`src/rtl/kp_pkg.sv`:
```
package kp_pkg;
  localparam int KP_GROUP_W = 4;
  localparam int KP_BUS_W   = 8;
  localparam int KP_SYNC_N  = 2;
  localparam int KP_DIR_BIT = 4;
  localparam int KP_ACT_BIT = 5;
  localparam int KP_PAD_W   = KP_BUS_W - KP_ACT_BIT - 1;

  typedef struct packed {
    logic act_n;
    logic dir_n;
  } kp_sel_t;

  localparam kp_sel_t KP_SEL_NONE = '{act_n: 1'b1, dir_n: 1'b1};
endpackage

```
`src/rtl/kp_rst_sync.sv`:
```
module kp_rst_sync #(
  parameter int STAGES = 2
) (
  input  logic clk_i,
  input  logic rst_ni,
  output logic rst_sync_no
);
  logic [STAGES-1:0] chain_q;
  logic [STAGES-1:0] chain_d;

  always_comb begin
    chain_d = {chain_q[STAGES-2:0], 1'b1};
  end

  always_ff @(posedge clk_i or negedge rst_ni) begin
    if (!rst_ni) chain_q <= '0;
    else         chain_q <= chain_d;
  end

  assign rst_sync_no = chain_q[STAGES-1];
endmodule

```
`src/rtl/kp_sync.sv`:
```
module kp_sync #(
  parameter int WIDTH  = 8,
  parameter int STAGES = 2
) (
  input  logic             clk_i,
  input  logic             rst_ni,
  input  logic [WIDTH-1:0] raw_i,
  output logic [WIDTH-1:0] sync_o
);
  logic [WIDTH-1:0] stage_q [STAGES];
  logic [WIDTH-1:0] stage_d [STAGES];

  genvar g;
  generate
    for (g = 0; g < STAGES; g++) begin : g_stage
      if (g == 0) begin : g_first
        assign stage_d[g] = raw_i;
      end else begin : g_next
        assign stage_d[g] = stage_q[g-1];
      end
      always_ff @(posedge clk_i or negedge rst_ni) begin
        if (!rst_ni) stage_q[g] <= '0;
        else         stage_q[g] <= stage_d[g];
      end
    end
  endgenerate

  assign sync_o = stage_q[STAGES-1];
endmodule

```
`src/rtl/kp_select.sv`:
```
module kp_select
  import kp_pkg::*;
(
  input  logic    clk_i,
  input  logic    rst_ni,
  input  logic    wr_en_i,
  input  kp_sel_t wr_sel_i,
  output kp_sel_t sel_o,
  output kp_sel_t sel_eff_o
);
  kp_sel_t sel_q, sel_d;
  kp_sel_t eff_q, eff_d;

  always_comb begin
    sel_d = sel_q;
    if (wr_en_i) sel_d = wr_sel_i;
    eff_d = sel_q;
  end

  always_ff @(posedge clk_i or negedge rst_ni) begin
    if (!rst_ni) begin
      sel_q <= KP_SEL_NONE;
      eff_q <= KP_SEL_NONE;
    end else begin
      sel_q <= sel_d;
      eff_q <= eff_d;
    end
  end

  assign sel_o     = sel_q;
  assign sel_eff_o = eff_q;
endmodule

```
`src/rtl/kp_merge.sv`:
```
module kp_merge
  import kp_pkg::*;
#(
  parameter int GW = KP_GROUP_W
) (
  input  logic          clk_i,
  input  logic          rst_ni,
  input  kp_sel_t       sel_eff_i,
  input  logic [GW-1:0] act_i,
  input  logic [GW-1:0] dir_i,
  output logic [GW-1:0] nib_no,
  output logic          irq_o
);
  logic [GW-1:0] act_vis;
  logic [GW-1:0] dir_vis;
  logic [GW-1:0] nib_n;
  logic [GW-1:0] last_q, last_d;

  genvar b;
  generate
    for (b = 0; b < GW; b++) begin : g_bit
      assign act_vis[b] = act_i[b] & ~sel_eff_i.act_n;
      assign dir_vis[b] = dir_i[b] & ~sel_eff_i.dir_n;
      assign nib_n[b]   = ~(act_vis[b] | dir_vis[b]);
    end
  endgenerate

  always_comb begin
    last_d = nib_n;
  end

  always_ff @(posedge clk_i or negedge rst_ni) begin
    if (!rst_ni) last_q <= '1;
    else         last_q <= last_d;
  end

  assign nib_no = nib_n;
  assign irq_o  = |(last_q & ~nib_n);
endmodule

```
`src/rtl/keypad_select_reg.sv`:
```
module keypad_select_reg
  import kp_pkg::*;
(
  input  logic                  clk_i,
  input  logic                  rst_ni,
  input  logic [KP_GROUP_W-1:0] key_act_i,
  input  logic [KP_GROUP_W-1:0] key_dir_i,
  input  logic                  bus_we_i,
  input  logic [KP_BUS_W-1:0]   bus_wdata_i,
  output logic [KP_BUS_W-1:0]   bus_rdata_o,
  output logic                  irq_o
);
  localparam int RawW = 2 * KP_GROUP_W;

  logic            rst_int_n;
  logic [RawW-1:0] keys_sync;
  kp_sel_t         wr_sel;
  kp_sel_t         sel_cur;
  kp_sel_t         sel_eff;
  logic [KP_GROUP_W-1:0] nib_n;
  logic            unused_wdata;

  assign unused_wdata = ^{bus_wdata_i[KP_BUS_W-1:KP_ACT_BIT+1],
                          bus_wdata_i[KP_DIR_BIT-1:0]};

  kp_rst_sync #(.STAGES(KP_SYNC_N)) i_rst_sync (
    .clk_i       (clk_i),
    .rst_ni      (rst_ni),
    .rst_sync_no (rst_int_n)
  );

  kp_sync #(.WIDTH(RawW), .STAGES(KP_SYNC_N)) i_key_sync (
    .clk_i  (clk_i),
    .rst_ni (rst_int_n),
    .raw_i  ({key_act_i, key_dir_i}),
    .sync_o (keys_sync)
  );

  assign wr_sel.act_n = bus_wdata_i[KP_ACT_BIT];
  assign wr_sel.dir_n = bus_wdata_i[KP_DIR_BIT];

  kp_select i_select (
    .clk_i     (clk_i),
    .rst_ni    (rst_int_n),
    .wr_en_i   (bus_we_i),
    .wr_sel_i  (wr_sel),
    .sel_o     (sel_cur),
    .sel_eff_o (sel_eff)
  );

  kp_merge #(.GW(KP_GROUP_W)) i_merge (
    .clk_i     (clk_i),
    .rst_ni    (rst_int_n),
    .sel_eff_i (sel_eff),
    .act_i     (keys_sync[RawW-1:KP_GROUP_W]),
    .dir_i     (keys_sync[KP_GROUP_W-1:0]),
    .nib_no    (nib_n),
    .irq_o     (irq_o)
  );

  assign bus_rdata_o = {{KP_PAD_W{1'b1}}, sel_cur.act_n, sel_cur.dir_n, nib_n};
endmodule

```
`config.mk`:
```
export PLATFORM = sky130hd
export DESIGN_NAME = keypad_select_reg
export DESIGN_NICKNAME = d
export VERILOG_FILES = /design/src/rtl/kp_pkg.sv /design/src/rtl/kp_rst_sync.sv /design/src/rtl/kp_sync.sv /design/src/rtl/kp_select.sv /design/src/rtl/kp_merge.sv /design/src/rtl/keypad_select_reg.sv
export SDC_FILE = /design/constraint.sdc
export NUM_CORES = 1
export LEC_CHECK = 0
export ABC_AREA = 1
export BUFFER_PORTS_ARGS = -buffer_cell sky130_fd_sc_hd__buf_2
export CORE_MARGIN = 1.5
export CORE_UTILIZATION = 40
export DETAILED_ROUTE_END_ITERATION = 7
export PLACE_DENSITY = 0.77
export SYNTH_ARGS = -nofsm -noshare
export SYNTH_HDL_FRONTEND = slang
export SYNTH_SLANG_ARGS = --single-unit
```
`constraint.sdc`:
```
create_clock -name clk_i -period 0.8 [get_ports clk_i]
set_input_delay 0.04 -clock clk_i [delete_from_list [all_inputs] [get_ports clk_i]]
set_output_delay 0.04 -clock clk_i [all_outputs]
set_load 0.005 [all_outputs]
```
==> flow_metrics.tcl, run 1 <==
set metrics [dict create \
    path_max_fanout 4 \
    cp-start-kind "flip-flop" \
    violations "setup timing" \
    drv_cap 0 \
    drc_errors 0 \
    track_usage 0.125 \
    crit-reg2reg-launch "i_select.sel_eff_o[0]$_DFF_PN1_" \
    grt_overflow 0 \
    r2r.worst_path.cells 7 \
    fin_crit_sh 1.71 \
    antenna_cells 0 \
    synth_cells 58 \
    wl_per_cell_um 9.43 \
    r2r_end "i_merge.last_q[2]$_DFF_PN1_" \
    core-area_um2 1920 \
    viasPerCell 3.95 \
    final_antenna_net_count 0 \
    post-route-min-period_ps 1370 \
    num_vias 505 \
    grt_first_pass_wirelength_um 1900 \
    critPathKind "flip-flop to output pin" \
    regArea_um2 661 \
    cts.sinks 26 \
    power_density_nw_per_um2 2180 \
    grt_pass1_vias 478 \
    fmax_mhz 729 \
    synth_cell_types 8 \
    outcome "finished, violations left" \
    die_area_um2 2290 \
    multi_input_area_um2 135 \
    grt_max_degree 25 \
    dp.cells 105 \
    std_cell_rows 16 \
    max-clock-path-buffers 2 \
    ir_drop_mv 1.72 \
    setup_violations 13 \
    io_pins 28 \
    r2r_setup_slack_ps -310 \
    syn_to_final_growth_pct 53.6 \
    ys_warn_count 0 \
    die_h_um 47.8 \
    synth_area_um2 803 \
    drt-total-wl_um 1210 \
    synth-seq-cells 26 \
    grt_setup_unrepaired "yes" \
    final-max-slew-violation-count 0 \
    p_leak_nw 0.618 \
    drt_iter0_markers 1 \
    fill_cells 147 \
    start_util 0.418 \
    die_w_um 47.8 \
    clk_pin_slew_worst_paths_ps 120 \
    whs_ps 42.0 \
    hold_class "primary input to async pin" \
    crit_required_ps 760 \
    antenna_found_initial 0 \
    ys_seq_area_frac 0.822 \
    io_buffers 19 \
    ctsRootBufferMaster "clkbuf_4" \
    cts_tree "built" \
    drt_first_pass_iters 2 \
    routabilityCongestion 0.677 \
    hpwl_um 699 \
    layout.cells.non_filler 128 \
    final_util 0.642 \
    cts_made_buffers 3 \
    critPathCaptureType "output pin" \
    hold_violations 0 \
    htreeDepth 1 \
    insertion_delay_ps 300 \
    final_net_count 121 \
    setup_slack_ps -571 \
    avgSynthCellArea_um2 13.8 \
    drive_gt1_frac 0.535 \
    skew_ps 3.17 \
    cp.arrival_ps 1330 \
]
## logic make-up (layout without fill, tap and decap cells)
| family | Yosys count | count (layout) | share of synthesized area |
|---|---|---|---|
| and+or+nand+nor | 19 | 19 | 0.0888 |
| DFF | 26 | 26 | 0.822 |
| muxes | 2 | 2 | 0.0280 |
| other | 1 | 3 | 0.00467 |
| buffers and inverters | 10 | 51 | 0.0561 |
## layer usage
metal,vias up,wire [um],track usage
met5,-,0,0
met4,0,0,0.0324
met3,0,53,0.0340
met2,18,695,0.224
met1,237,458,0.148
li1,250,-,-
## cells in the final DEF (no fill, tap or decap), drive strengths merged
master | synthesis | routed
buf | 2 | 27
nand2 | 19 | 19
dfrtp | 18 | 18
dlygate4sd3 | 0 | 12
dfstp | 8 | 8
inv | 8 | 8
conb | 1 | 3
clkbuf | 0 | 3
mux2 | 2 | 2
bufinv | 0 | 1
## report_power, final
group          internal [W]  switching [W]
combinational      0.000221       0.000152
clock              0.000506       0.000332
sequential          0.00143      0.0000389
## through the flow
| stage | setup TNS, ps | setup slack, ps | instance area [um^2] | power, W |
|---|---|---|---|---|
| after detailed placement | -567 | -214 | 945 | 0.00170 |
| after CTS | -3270 | -571 | 1170 | 0.00264 |
| after global placement | -508 | -201 | 945 | 0.00169 |
| after floorplan | -63.8 | -63.8 | 811 | 0.00160 |
| after global routing | -4070 | -667 | 1230 | 0.00283 |
| final | -3290 | -571 | 1230 | 0.00269 |
## layout make-up
class,count,area share
clock buffers,3,0.0183
clock inverters,1,0.0243
inverters,8,0.0264
multi-input cells,24,0.110
flip-flops and latches,26,0.535
well taps,27,0.0274
repair buffers,39,0.259
## cell usage after synthesis (all sizes together)
cell type | instances | area (um^2)
inv | 8 | 30.0
nand2 | 19 | 71.3
buf | 2 | 15.0
mux2 | 2 | 22.5
conb | 1 | 3.75
dfrtp | 18 | 450
dfstp | 8 | 210
## worst max-delay path, stage by stage (launching register included)
cell and delay (ps):
dfstp_2 570, inv_4 50, nand2_2 60, nand2_2 50
nand2_1 60, nand2_1 50, inv_1 40, nand2_1 40
buf_2 110
## sequential cells by signal, indices dropped and copies added (netlist names)
name	cells
i_key_sync.stage_d	8
i_key_sync.sync_o	8
i_merge.last_q	4
i_rst_sync.chain_q	2
i_select.sel_eff_o	2
i_select.sel_o	2
## how the worst max path moves through the flow
stage | start | slack (ps) | end
3_5_place_dp | i_select.sel_eff_o[0]$_DFF_PN1_ | -210 | irq_o
3_3_place_gp | i_select.sel_eff_o[0]$_DFF_PN1_ | -200 | irq_o
4_1_cts | i_select.sel_eff_o[0]$_DFF_PN1_ | -570 | irq_o
6_report | i_select.sel_eff_o[0]$_DFF_PN1_ | -570 | irq_o
5_1_grt | i_select.sel_eff_o[0]$_DFF_PN1_ | -670 | irq_o
2_1_floorplan | i_select.sel_eff_o[0]$_DFF_PN1_ | -60 | irq_o
## what timing repair did
item                                   4_1_cts  5_1_grt
resized for setup                            3       18
pin swaps                                    2        5
setup endpoints to repair                   11       13
hold buffers                                12        0
endpoints found under the hold margin       12        0
setup buffers                                7        1
No activity file was read; power rests on OpenSTA's default activity.
==> run 2: changes to the inputs <==
==> constraint.sdc (replaced) <==
create_clock -name clk_i -period 0.8 [get_ports clk_i]
set_input_delay 0.04 -clock clk_i [delete_from_list [all_inputs] [get_ports clk_i]]
set_output_delay 0.04 -clock clk_i [all_outputs]
set_load 0.05 [all_outputs]
==> flow_metrics.tcl, run 2 (same netlist as run 1, synthesis figures left out) <==
set metrics [dict create \
    grt_first_pass_wirelength_um 1990 \
    grt_setup_unrepaired "yes" \
    skew_ps 2.31 \
    power_density_nw_per_um2 2040 \
    die_area_um2 2290 \
    drive_gt1_frac 0.606 \
    htreeDepth 1 \
    cts.sinks 26 \
    power_w 0.00273 \
    core-area_um2 1920 \
    grt_max_degree 25 \
    grtUsageMet2 0.224 \
    hpwl_um 705 \
    final_area_um2 1340 \
    drc_errors 0 \
    ir_drop_mv 1.41 \
    track_usage 0.136 \
    path_max_fanout 4 \
    outcome "finished, violations left" \
    setup_slack_ps -642 \
    clk_pin_slew_worst_paths_ps 120 \
    start_util 0.418 \
    syn_to_final_growth_pct 66.7 \
    final_antenna_net_count 0 \
    wl_per_cell_um 9.60 \
    cp-start-kind "flip-flop" \
    fmax_mhz 693 \
    std_cell_rows 16 \
    hold_class "primary input to async pin" \
    crit_required_ps 760 \
    max-clock-path-buffers 2 \
    gr-usage-met1 0.158 \
    viasPerCell 4.05 \
    p_leak_nw 0.634 \
    setup_violations 14 \
    critPathCaptureType "output pin" \
    antenna_found_initial 0 \
    final_net_count 124 \
    num_vias 530 \
    busiest_layer "met2" \
    die_w_um 47.8 \
    final_common_cell "dfrtp_1" \
    post-route-min-period_ps 1440 \
    drv_cap 0 \
    hold_violations 0 \
    io_pins 28 \
    grt_overflow 0 \
    ctsRootBufferMaster "clkbuf_4" \
    drt_first_pass_iters 2 \
    final_util 0.697 \
    whs_ps 43.1 \
    grt_use_met3 0.0491 \
    fin_crit_sh 1.80 \
    cp.arrival_ps 1400 \
    die_h_um 47.8 \
    final-max-slew-violation-count 0 \
    drt_iter0_markers 3 \
    drt-total-wl_um 1260 \
    critPathKind "flip-flop to output pin" \
    insertion_delay_ps 310 \
    routabilityCongestion 0.699 \
    cts_made_buffers 3 \
    place_area_um2 1010 \
    antenna_cells 0 \
    io_buffers 19 \
    layout_common_cells "dfrtp_1, dlygate4sd3_1, buf_2, nand2_2, buf_6" \
    grt_pass1_vias 502 \
    cts_tree "built" \
    violations "setup timing" \
]
run 2: cell types whose count changed in the layout (fill, tap and decap cells not counted):
cell	previous run	this run
buf_8	0	7
nand2_2	9	10
buf_2	17	12
clkbuf_1	0	1
clkinvlp_4	0	4
buf_4	2	0
buf_6	7	10
nand2_1	10	7
bufinv_16	1	0
inv_1	4	0
nand2_4	0	2
run 2: report_power, final:
| part | switching, W | internal (W) | total (W) |
|---|---|---|---|
| clock network | 0.000341 | 0.000195 | 0.000536 |
| registers | 0.0000404 | 0.00143 | 0.00148 |
| logic | 0.000370 | 0.000347 | 0.000717 |
| total | 0.000751 | 0.00198 | 0.00273 |
run 2: timing repair:
item	in CTS	in global routing
setup buffers	4	5
hold endpoints to repair	12	2
hold buffers	11	1
pin swaps	0	2
endpoints found under the setup margin	11	14
gates resized for setup	23	17
run 2: path summary, 6_finish.rpt:
path                                                  from                         endpoint  slack [ps]  cells after the start
setup reg to reg           i_select.sel_eff_o[1]$_DFF_PN1_      i_merge.last_q[0]$_DFF_PN1_        -250                      6
hold reg to reg            i_rst_sync.chain_q[1]$_DFF_PN0_  i_key_sync.stage_d[6]$_DFF_PN0_         200                      1
min in group clk_i                            key_dir_i[3]  i_key_sync.stage_d[3]$_DFF_PN0_         360                      2
hold / removal                                      rst_ni  i_rst_sync.chain_q[1]$_DFF_PN0_          40                      2
setup / recovery           i_select.sel_eff_o[1]$_DFF_PN1_                            irq_o        -640                      8
max in group asynchronous  i_rst_sync.chain_q[1]$_DFF_PN0_      i_merge.last_q[1]$_DFF_PN1_         370                      1
run 2: worst max-delay path, cell delays in order, from the launching register on:
cell and delay (ps):
dfstp_2 570, inv_4 50, nand2_2 50, nand2_2 60, nand2_1 60, nand2_1 60
inv_2 60, nand2_4 50, buf_8 140
run 2: stage by stage:
stage	std cells	TNS [ps]	setup WS (ps)
after floorplan	60	-1500	-183
after detailed placement	109	-1680	-341
after global routing	131	-5200	-753
after CTS	128	-3990	-642
final	131	-4360	-642
after global placement	109	-1590	-331
run 2: cell type report:
type                       instances  area (um^2)
sequential                        26          661
fill                             142          583
timing repair buffer              42          418
multi-input combinational         24          153
inverter                           8         47.5
tap                               27         33.8
clock buffer                       4         26.3
run 2: routing by layer:
metal | part of all wire | vias up
met4 | 0.021 | 0
li1 | - | 258
met2 | 0.53 | 21
met1 | 0.39 | 248
met5 | 0 | -
met3 | 0.055 | 3
